===== config.mk =====
export PLATFORM = sky130hd
export DESIGN_NAME = pca_timebase
export DESIGN_NICKNAME = d
export VERILOG_FILES = /design/src/rtl/pcatb_pkg.sv /design/src/rtl/pcatb_fall_sync.sv /design/src/rtl/pcatb_pend.sv /design/src/rtl/pcatb_counter.sv /design/src/rtl/pca_timebase.sv
export SDC_FILE = /design/constraint.sdc
export NUM_CORES = 1
export LEC_CHECK = 0
export BUFFER_PORTS_ARGS = -buffer_cell sky130_fd_sc_hd__buf_4
export CORE_MARGIN = 2
export CORE_UTILIZATION = 25
export DETAILED_ROUTE_END_ITERATION = 7
export PLACE_DENSITY = 0.42
export SLEW_MARGIN = 10
export SYNTH_ARGS = -nofsm -noshare
export SYNTH_HDL_FRONTEND = slang
export SYNTH_SLANG_ARGS = --single-unit

===== constraint.sdc =====
create_clock -name clk -period 3.1 [get_ports clk]
set_input_delay 0.62 -clock clk [delete_from_list [all_inputs] [get_ports clk]]
set_output_delay 0.62 -clock clk [all_outputs]
set_load 0.05 [all_outputs]

===== src/rtl/pcatb_pkg.sv =====
package pcatb_pkg;

  // Count source selection (mode byte bits 2:1).
  typedef enum logic [1:0] {
    SRC_TICK  = 2'b00,
    SRC_TICK3 = 2'b01,
    SRC_T0    = 2'b10,
    SRC_EXT   = 2'b11
  } cnt_src_e;

  // Register addresses.
  localparam logic [2:0] A_MODE = 3'd0;
  localparam logic [2:0] A_CTRL = 3'd1;
  localparam logic [2:0] A_LO   = 3'd2;
  localparam logic [2:0] A_HI   = 3'd3;
  localparam logic [2:0] A_RUN  = 3'd4;

  // Bit positions in the mode byte.
  localparam int MB_IRQEN = 0;
  localparam int MB_SEL   = 1;
  localparam int MB_WDOG  = 6;
  localparam int MB_IDLE  = 7;

  // Bit positions in the control byte.
  localparam int CB_RUN  = 6;
  localparam int CB_FLAG = 7;

  typedef struct packed {
    logic     idle_stop;
    logic     wdog;
    logic     irq_en;
    cnt_src_e sel;
  } mode_t;

endpackage


===== src/rtl/pcatb_fall_sync.sv =====
// Synchronises an asynchronous pin and flags its falling edges.
module pcatb_fall_sync #(
  parameter int STAGES = 2
) (
  input  logic clk,
  input  logic rst_n,
  input  logic pin,
  output logic fall
);
  // sh[0..STAGES-1] are the synchroniser flops; sh[STAGES] holds the previous value.
  logic [STAGES:0] sh;

  always_ff @(posedge clk or negedge rst_n) begin
    if (!rst_n) sh <= '1;
    else        sh <= {sh[STAGES-1:0], pin};
  end

  assign fall = sh[STAGES] & ~sh[STAGES-1];
endmodule


===== src/rtl/pcatb_pend.sv =====
// Saturating store of events not yet applied, drained one per cycle.
module pcatb_pend #(
  parameter int PEND_W = 4
) (
  input  logic clk,
  input  logic rst_n,
  input  logic clear,
  input  logic event_i,
  input  logic take,
  output logic go
);
  localparam logic [PEND_W-1:0] PEND_MAX = '1;

  logic [PEND_W-1:0] pend_q;

  assign go = take & (event_i | (pend_q != '0));

  always_ff @(posedge clk or negedge rst_n) begin
    if (!rst_n) begin
      pend_q <= '0;
    end else if (clear) begin
      pend_q <= '0;
    end else begin
      case ({event_i, go})
        2'b10:   if (pend_q != PEND_MAX) pend_q <= pend_q + 1'b1;
        2'b01:   pend_q <= pend_q - 1'b1;
        default: pend_q <= pend_q;
      endcase
    end
  end
endmodule


===== src/rtl/pcatb_counter.sv =====
// Two-byte count register with a step adder and byte-write override.
module pcatb_counter #(
  parameter int CNT_W  = 16,
  parameter int STEP_W = 2
) (
  input  logic                  clk,
  input  logic                  rst_n,
  input  logic [STEP_W-1:0]     step,
  input  logic                  wr_lo,
  input  logic                  wr_hi,
  input  logic [CNT_W/2-1:0]    wr_byte,
  output logic [CNT_W-1:0]      count,
  output logic                  lo_wrap,
  output logic                  ovf_evt
);
  localparam int BYTE_W = CNT_W / 2;
  localparam int SUM_W  = CNT_W + 1;
  localparam int LSUM_W = BYTE_W + 1;

  function automatic logic [SUM_W-1:0] bump(logic [CNT_W-1:0] v, logic [STEP_W-1:0] s);
    return {1'b0, v} + SUM_W'(s);
  endfunction

  function automatic logic lo_carry(logic [BYTE_W-1:0] lo, logic [STEP_W-1:0] s);
    logic [LSUM_W-1:0] t;
    t = {1'b0, lo} + LSUM_W'(s);
    return t[BYTE_W];
  endfunction

  logic [CNT_W-1:0] cnt_q;
  logic             wrap_q;
  logic [SUM_W-1:0] sum;
  logic             any_wr;
  logic             wrap_now;

  always_comb begin
    sum      = bump(cnt_q, step);
    any_wr   = wr_lo | wr_hi;
    wrap_now = !any_wr && lo_carry(cnt_q[BYTE_W-1:0], step);
    ovf_evt  = !any_wr && sum[CNT_W];
  end

  always_ff @(posedge clk or negedge rst_n) begin
    if (!rst_n) begin
      cnt_q  <= '0;
      wrap_q <= 1'b0;
    end else begin
      wrap_q <= wrap_now;
      if (any_wr) begin
        if (wr_lo) cnt_q[BYTE_W-1:0]     <= wr_byte;
        if (wr_hi) cnt_q[CNT_W-1:BYTE_W] <= wr_byte;
      end else begin
        cnt_q <= sum[CNT_W-1:0];
      end
    end
  end

  assign count   = cnt_q;
  assign lo_wrap = wrap_q;
endmodule


===== src/rtl/pca_timebase.sv =====
module pca_timebase
  import pcatb_pkg::*;
#(
  parameter int CNT_W     = 16,
  parameter int TICK_MULT = 3,
  parameter int PEND_W    = 4,
  parameter int SYNC_N    = 2
) (
  input  logic               clk,
  input  logic               rst_n,
  input  logic               sys_tick,
  input  logic               t0_ovf,
  input  logic               ext_cnt_in,
  input  logic               host_idle,
  input  logic               wr_en,
  input  logic [2:0]         wr_addr,
  input  logic [CNT_W/2-1:0] wr_data,
  output logic [CNT_W-1:0]   count,
  output logic               lo_wrap,
  output logic               ovf_flag,
  output logic               ovf_irq,
  output logic               wdog_en
);
  localparam int BYTE_W = CNT_W / 2;
  localparam int STEP_W = $clog2(TICK_MULT + 1);
  localparam int N_SRC  = 2;   // sources that store pending events

  mode_t mode_q;
  logic  run_q;
  logic  flag_q;

  // Named internal events, also observed by the checker.
  logic              wr_mode, wr_ctrl, wr_lo, wr_hi, wr_run;
  logic              sel_change;
  logic              adv;
  logic              idle_stop;
  logic [1:0]        cur_sel;
  logic              cnt_wr;
  logic              ext_fall;
  logic              ovf_evt;
  logic [STEP_W-1:0] step;
  logic [N_SRC-1:0]  src_evt, src_take, src_go;

  function automatic logic [STEP_W-1:0] pick_step(cnt_src_e s, logic tick, logic [N_SRC-1:0] go);
    case (s)
      SRC_TICK:  return STEP_W'(tick);
      SRC_TICK3: return tick ? STEP_W'(TICK_MULT) : '0;
      SRC_T0:    return STEP_W'(go[0]);
      default:   return STEP_W'(go[1]);
    endcase
  endfunction

  assign wr_mode    = wr_en && (wr_addr == A_MODE);
  assign wr_ctrl    = wr_en && (wr_addr == A_CTRL);
  assign wr_lo      = wr_en && (wr_addr == A_LO);
  assign wr_hi      = wr_en && (wr_addr == A_HI);
  assign wr_run     = wr_en && (wr_addr == A_RUN);
  assign sel_change = wr_mode && (wr_data[MB_SEL+1:MB_SEL] != mode_q.sel);
  assign idle_stop  = mode_q.idle_stop;
  assign cur_sel    = mode_q.sel;
  assign adv        = run_q && !(idle_stop && host_idle);
  assign cnt_wr     = wr_lo | wr_hi;

  pcatb_fall_sync #(.STAGES(SYNC_N)) u_sync (
    .clk  (clk),
    .rst_n(rst_n),
    .pin  (ext_cnt_in),
    .fall (ext_fall)
  );

  assign src_evt     = {ext_fall, t0_ovf};
  assign src_take[0] = adv && !cnt_wr && (mode_q.sel == SRC_T0);
  assign src_take[1] = adv && !cnt_wr && (mode_q.sel == SRC_EXT);

  for (genvar g = 0; g < N_SRC; g++) begin : g_pend
    pcatb_pend #(.PEND_W(PEND_W)) u_pend (
      .clk    (clk),
      .rst_n  (rst_n),
      .clear  (sel_change),
      .event_i(src_evt[g]),
      .take   (src_take[g]),
      .go     (src_go[g])
    );
  end

  assign step = adv ? pick_step(mode_q.sel, sys_tick, src_go) : '0;

  pcatb_counter #(.CNT_W(CNT_W), .STEP_W(STEP_W)) u_cnt (
    .clk    (clk),
    .rst_n  (rst_n),
    .step   (step),
    .wr_lo  (wr_lo),
    .wr_hi  (wr_hi),
    .wr_byte(wr_data),
    .count  (count),
    .lo_wrap(lo_wrap),
    .ovf_evt(ovf_evt)
  );

  always_ff @(posedge clk or negedge rst_n) begin
    if (!rst_n) begin
      mode_q <= '0;
      run_q  <= 1'b0;
      flag_q <= 1'b0;
    end else begin
      if (wr_mode) begin
        mode_q.irq_en    <= wr_data[MB_IRQEN];
        mode_q.sel       <= cnt_src_e'(wr_data[MB_SEL+1:MB_SEL]);
        mode_q.wdog      <= wr_data[MB_WDOG];
        mode_q.idle_stop <= wr_data[MB_IDLE];
      end
      if (wr_run)       run_q <= wr_data[0];
      else if (wr_ctrl) run_q <= wr_data[CB_RUN];
      if (ovf_evt)      flag_q <= 1'b1;
      else if (wr_ctrl) flag_q <= wr_data[CB_FLAG];
    end
  end

  assign ovf_flag = flag_q;
  assign ovf_irq  = flag_q & mode_q.irq_en;
  assign wdog_en  = mode_q.wdog;
endmodule


==> run_results.csv, run 1 <==
group,metric,value,unit
status,status,"complete, no violations",
global_route,grt_max_degree,36,
layout,insertedDiodeCount,0,
power,power_density,854.3,nW/um2
setup_path,crit_path_max_fanout,6,
clocking,cts_buffer_depth,2,
detailed_routing,drc,0,
timing,slew-limit-headroom,62.27,%
power,p_leak,1.176,nW
synthesis,ys_seq_area_share,42.12,%
layout,fin_cells,373,
setup_path,startpoint_type,"input port",
setup_path,worstPathCellList,"buf_4 > a21boi_0 > buf_4 > nand4_1 > a31oi_1 > ha_1 > inv_1 > fa_1 > nor2_1 > nand2_1 > or4_1 > nand3_1",
timing,tightest_slew,0.5633,ns
detailed_routing,routedWlPerCell,14.86,um
setup_path,endpoint_kind,"flop",
layout,layout-drive-gt1-share,24.63,%
synthesis,syn-num-nets,250,
setup_path,crit_family,"simple AND/OR/NAND/NOR gates",
synthesis,yosys_warnings,0,
clocking,htreeDepth,2,
setup_path,cp_num_buf_inv,3,
timing,setup_viol,0,
global_route,antenna_found_initial,0,
timing,slew_violations,0,
power,power,2.236,mW
placement,numPortBuffers,37,
synthesis,synthTopCellsByArea,"dfrtp_1 (38%), ha_1 (4.8%), nor2_1 (4.1%), dfstp_2 (3.8%), nand2_1 (3.6%)",
setup_path,crit_top_cell,"buf_4",
clocking,postCtsSetupRepairBufs,0,
floorplanning,initial_core_util,25.54,%
timing,fin_setup_tns,0,ns
layout,nets,298,
floorplanning,dieArea,9100,um2
global_route,grt_pass1_vias,1903,
setup_path,cp.required,3.32,ns
timing,fmax,363.1,MHz
layout,area_growth,25.34,%
layout,fillers,867,
layout,final_area,2618,um2
setup_path,path_class,"input port to flop",
floorplanning,ioPinCount,38,
synthesis,yosysTopAreaCell,"dfrtp_1",
clocking,cts_num_sinks,35,
clocking,cts_tree,"done",
synthesis,synth_edf_count,0,
synthesis,synth_area,2088,um2
detailed_routing,via_count,1838,
synthesis,synth_top_area_share,38.35,%
clocking,cts_hold_buffers,0,
floorplanning,fp.coreArea,8175,um2
clocking,clkTransAtPathRegs,0.07,ns
global_route,gr-usage-all-layers,13.47,%
placement,place_inst,367,
detailed_routing,wl,5544,um
placement,gp_congestion,0.8081,
timing,post-route-period-util,88.85,%
timing,finalHoldViolations,0,
clocking,cts_made_buffers,5,
job,maxCapViolations,0,
placement,dpl_cell_area,2545,um2
synthesis,ys_seq_elements,35,
power,irDropWorstVdd,0.0003488,V
synthesis,synth_ff_type,"dfrtp_1",
global_route,grt_first_pass_wirelength,9397,um
synthesis,ys_async_sr_fraction,100.0,%
synthesis,synth_cells,221,
synthesis,synth.distinct_cells,45,
floorplanning,die-height,95.40,um
setup_path,crit_arrival,2.98,ns
detailed_routing,first_pass_iters,4,
floorplanning,rows,33,
timing,holdWs,0.2867,ns
floorplanning,die_w,95.40,um
clocking,ctsResizeCount,0,
detailed_routing,detail-route-antenna-nets,0,
detailed_routing,drtIter0Drc,59,
detailed_routing,vias_per_cell,4.928,
timing,min_period,2.754,ns
clocking,cts-root-buf,"clkbuf_8",
global_route,grt-ovfl-total,0,
timing,rsz0062_at_grt,"no",
placement,dp_hpwl,4081,um
setup_path,cpMaxStageDelayCell,"or4_1",
clocking,clock_latency,0.29,ns
setup_path,slowest_delay,0.52,ns
synthesis,synth.most_common_cell,"dfrtp_1",
synthesis,synthTopCellsByCount,"dfrtp_1 (32), nor2_1 (23), nand2_1 (20)",
timing,fin_skew,0.004455,ns
synthesis,avgSynthCellArea,9.449,um2
hold_path,hold_path_class,"input port to async pin",
[power breakdown]
group          leakage, nW  switching (mW)  internal (mW)  total, mW
clock               0.0371           0.157          0.150      0.307
combinational        0.738           0.692          0.416       1.11
sequential           0.401           0.204          0.618      0.821
total                 1.18            1.05           1.18       2.24
[cells by family after synthesis]
family	share of synthesized area, %
muxes	5.153
and+or+nand+nor	22.29
adders and majority gates	7.670
AOI/OAI and AO/OA	16.72
buffers and inverters	3.115
DFF	42.12
xor gates and xnor gates	2.936
[metrics by stage]
| step | util, % | setup WS (ns) |
|---|---|---|
| 2_1_floorplan | - | 0.2360 |
| 3_3_place_gp | 31.13 | 0.09715 |
| 3_5_place_dp | 31.13 | 0.04686 |
| 4_1_cts | 32.02 | 0.3425 |
| 5_1_grt | 32.02 | 0.1269 |
| 6_report | 32.02 | 0.3456 |
[flip-flops by register name (all words and copies together), names as in the netlist]
name	cells
u_cnt.lo_wrap	1
mode_q	1
wdog_en	1
ovf_flag	1
run_q	1
idle_stop	1
g_pend.u_pend.pend_q	8
u_cnt.count	16
u_sync.sh	3
cur_sel	2
[layer usage]
layer	GRT usage [%]	wire length, um	up-vias
met2	22.24	2639	50
met3	2.767	248	9
li1	-	-	898
met5	0	0	-
met1	17.15	2559	881
met4	5.595	97	0
[layout by cell type (no fill, tap or decap), types with 3 or more instances in the layout]
cell,synthesis,layout
a211oi_1,5,5
and2_1,3,3
buf_4,0,46
nor2b_1,3,3
nor2_1,23,23
nand3b_1,3,3
nand2b_1,3,3
nand3_1,9,9
nand4_1,5,5
o22ai_1,4,4
mux2i_1,4,4
and3_1,5,5
a21oi_1,12,12
clkbuf_8,0,5
nor3_1,3,3
xnor2_1,7,7
nor4_1,4,4
dfstp_2,3,3
fa_1,3,3
a21o_1,3,3
o21ai_0,13,13
mux2_2,6,6
inv_1,12,12
ha_1,8,8
dfrtp_1,32,32
nand2_1,20,20
[final cells by class]
class,instances,area [um2],share of cell area (%)
Tap cell,105,131.4,5.019
Multi-Input combinational cell,169,1144,43.69
Timing Repair Buffer,46,345.3,13.19
Clock buffer,6,72.57,2.772
Inverter,12,45.04,1.721
Sequential cell,35,879.6,33.60
[path summary, 6_finish.rpt]
path / slack (ns) / to / from / cells past startpoint
worst min-delay path: 0.29 / g_pend[0].u_pend.pend_q[1] / rst_n / 1
min in group clk: 0.36 / u_sync.sh[1] / u_sync.sh[0] / 0
max in group asynchronous: 2.45 / u_sync.sh[2] / rst_n / 1
worst max-delay path: 0.35 / u_cnt.count[14] / host_idle / 12
worst min register to register: 0.36 / u_sync.sh[1] / u_sync.sh[0] / 0
worst max register to register: 0.35 / u_cnt.count[14] / u_sync.sh[2] / 11
No activity file was read; power rests on OpenSTA's default activity.
==> run 2, diff against run 1 <==
==> constraint.sdc (replaced) <==
create_clock -name clk -period 3.4 [get_ports clk]
set_input_delay 0.68 -clock clk [delete_from_list [all_inputs] [get_ports clk]]
set_output_delay 0.68 -clock clk [all_outputs]
set_load 0.05 [all_outputs]
==> run 2 against run 1 <==
Compared with the run above: total power down 9.0%; clock-buffer cell count grew 2; sequential cell count did not move; setup slack improved by 0.025 ns; sequential power is 8.5% lower; combinational power fell by 11%; largest power group unchanged; highest routed layer unchanged.
==> run_results.csv, run 2 (synthesis results as in run 1) <==
group,metric,value,unit
timing,holdWs,0.3459,ns
power,irDropWorstVdd,0.0003556,V
power,p_leak,1.149,nW
layout,final_common_cell,"buf_4",
timing,tightest_slew,0.5801,ns
layout,area_growth,23.55,%
timing,slew_violations,0,
clocking,cts_tree,"done",
timing,timing.final.ws_setup,0.3706,ns
setup_path,cp.required,3.62,ns
global_route,grt_pass1_vias,1861,
floorplanning,initial_core_util,25.54,%
setup_path,worstReg2RegStart,"run_q",
detailed_routing,first_pass_iters,4,
timing,min_period,3.029,ns
job,maxCapViolations,0,
setup_path,cpMaxStageDelayCell,"or4_1",
clocking,cts_num_sinks,35,
power,power_density,788.6,nW/um2
setup_path,reg2reg_depth,10,
layout,insertedDiodeCount,0,
placement,numPortBuffers,37,
layout,layout-drive-gt1-share,22.73,%
layout,fillers,877,
global_route,grt_first_pass_wirelength,9094,um
setup_path,path_class,"input port to flop",
setup_path,rr_endpoint,"u_cnt.count[14]",
setup_path,endpoint_kind,"flop",
timing,post-route-period-util,89.10,%
layout,regArea,879.6,um2
detailed_routing,vias_per_cell,4.900,
timing,rsz0062_at_grt,"no",
layout,multiInputGateArea,1144,um2
placement,dp_hpwl,4189,um
detailed_routing,drc,0,
detailed_routing,detail-route-antenna-nets,0,
timing,fmax,330.1,MHz
floorplanning,die-height,95.40,um
placement,dpl_worst_slack,0.05613,ns
global_route,grt-ovfl-total,0,
setup_path,r2r_slack,0.47,ns
detailed_routing,routedWlPerCell,15.15,um
layout,final_util,31.56,%
global_route,gr-usage-all-layers,13.14,%
timing,slew-limit-headroom,60.97,%
setup_path,slowest_delay,0.53,ns
global_route,antenna_found_initial,0,
clocking,clkTransAtPathRegs,0.08,ns
hold_path,hold_path_class,"input port to async pin",
clocking,clock_latency,0.29,ns
clocking,htreeDepth,2,
placement,gp_congestion,0.7809,
layout,layout_common_cells,"buf_4 (40), dfrtp_1 (32), nor2_1 (23), nand2_1 (20), o21ai_0 (13)",
clocking,cts_made_buffers,5,
setup_path,crit_path_max_fanout,6,
layout,largest_reg_flops,16,
clocking,postCtsSetupRepairBufs,0,
floorplanning,fp.coreArea,8175,um2
setup_path,crit_arrival,3.25,ns
setup_path,startpoint_type,"input port",
setup_path,worstPathCellList,"buf_4 > a21boi_0 > nand4_1 > a31oi_1 > ha_1 > inv_1 > fa_1 > nor2_1 > nand2_1 > or4_1 > nand3_1",
detailed_routing,drtIter0Drc,75,
floorplanning,dieArea,9100,um2
timing,fin_setup_tns,0,ns
floorplanning,ioPinCount,38,
clocking,cts_hold_buffers,0,
placement,dpl_cell_area,2500,um2
detailed_routing,wl,5591,um
floorplanning,rows,33,
status,status,"complete, no violations",
timing,finalHoldViolations,0,
timing,setup_viol,0,
clocking,ctsResizeCount,0,
layout,nets,292,
clocking,cts-root-buf,"clkbuf_8",
timing,fin_skew,0.01377,ns
global_route,grt_max_degree,36,
clocking,cts_buffer_depth,2,
detailed_routing,via_count,1808,
layout,final_area,2580,um2
floorplanning,die_w,95.40,um
## run 2: critical path: cells and delay by family
kind | cells | cell delay [ns]
fa+ha+maj | 2 | 0.61
buf+inv | 2 | 0.17
compound gates | 2 | 0.62
simple gates | 5 | 1.18
## run 2: how the worst max path moves through the flow
stage,start,to,cells past startpoint
finish,host_idle,u_cnt.count[14],11
global route,host_idle,u_cnt.count[14],11
CTS,host_idle,u_cnt.count[14],11
detailed placement,host_idle,u_cnt.count[14],11
global placement,host_idle,u_cnt.count[14],11
floorplan,wr_addr[2],u_cnt.count[14],11
## run 2: metrics by stage
step	total power [mW]	cells
after floorplan	1.440	221
after CTS	2.069	369
after global placement	1.761	361
after detailed placement	1.764	361
final	2.035	369
after global routing	2.201	369
## run 2: per-layer routing
metal | wire [um] | up-vias | global-route usage (%)
li1 | - | 890 | -
met3 | 206 | 6 | 3.004
met1 | 2659 | 876 | 16.91
met4 | 67 | 0 | 4.286
met2 | 2657 | 36 | 21.83
met5 | 0 | - | 0
## run 2: report_power, final
part | internal [mW] | switching, mW | total (mW)
logic | 0.364 | 0.625 | 0.989
registers | 0.563 | 0.188 | 0.751
clock network | 0.146 | 0.148 | 0.294
## run 2: area by class of cell
cell class / instances / share of cell area, %
Sequential cell: 35 / 34.09
Clock buffer: 8 / 3.104
Inverter: 12 / 1.746
Tap cell: 105 / 5.092
Timing Repair Buffer: 40 / 11.64
Multi-Input combinational cell: 169 / 44.33
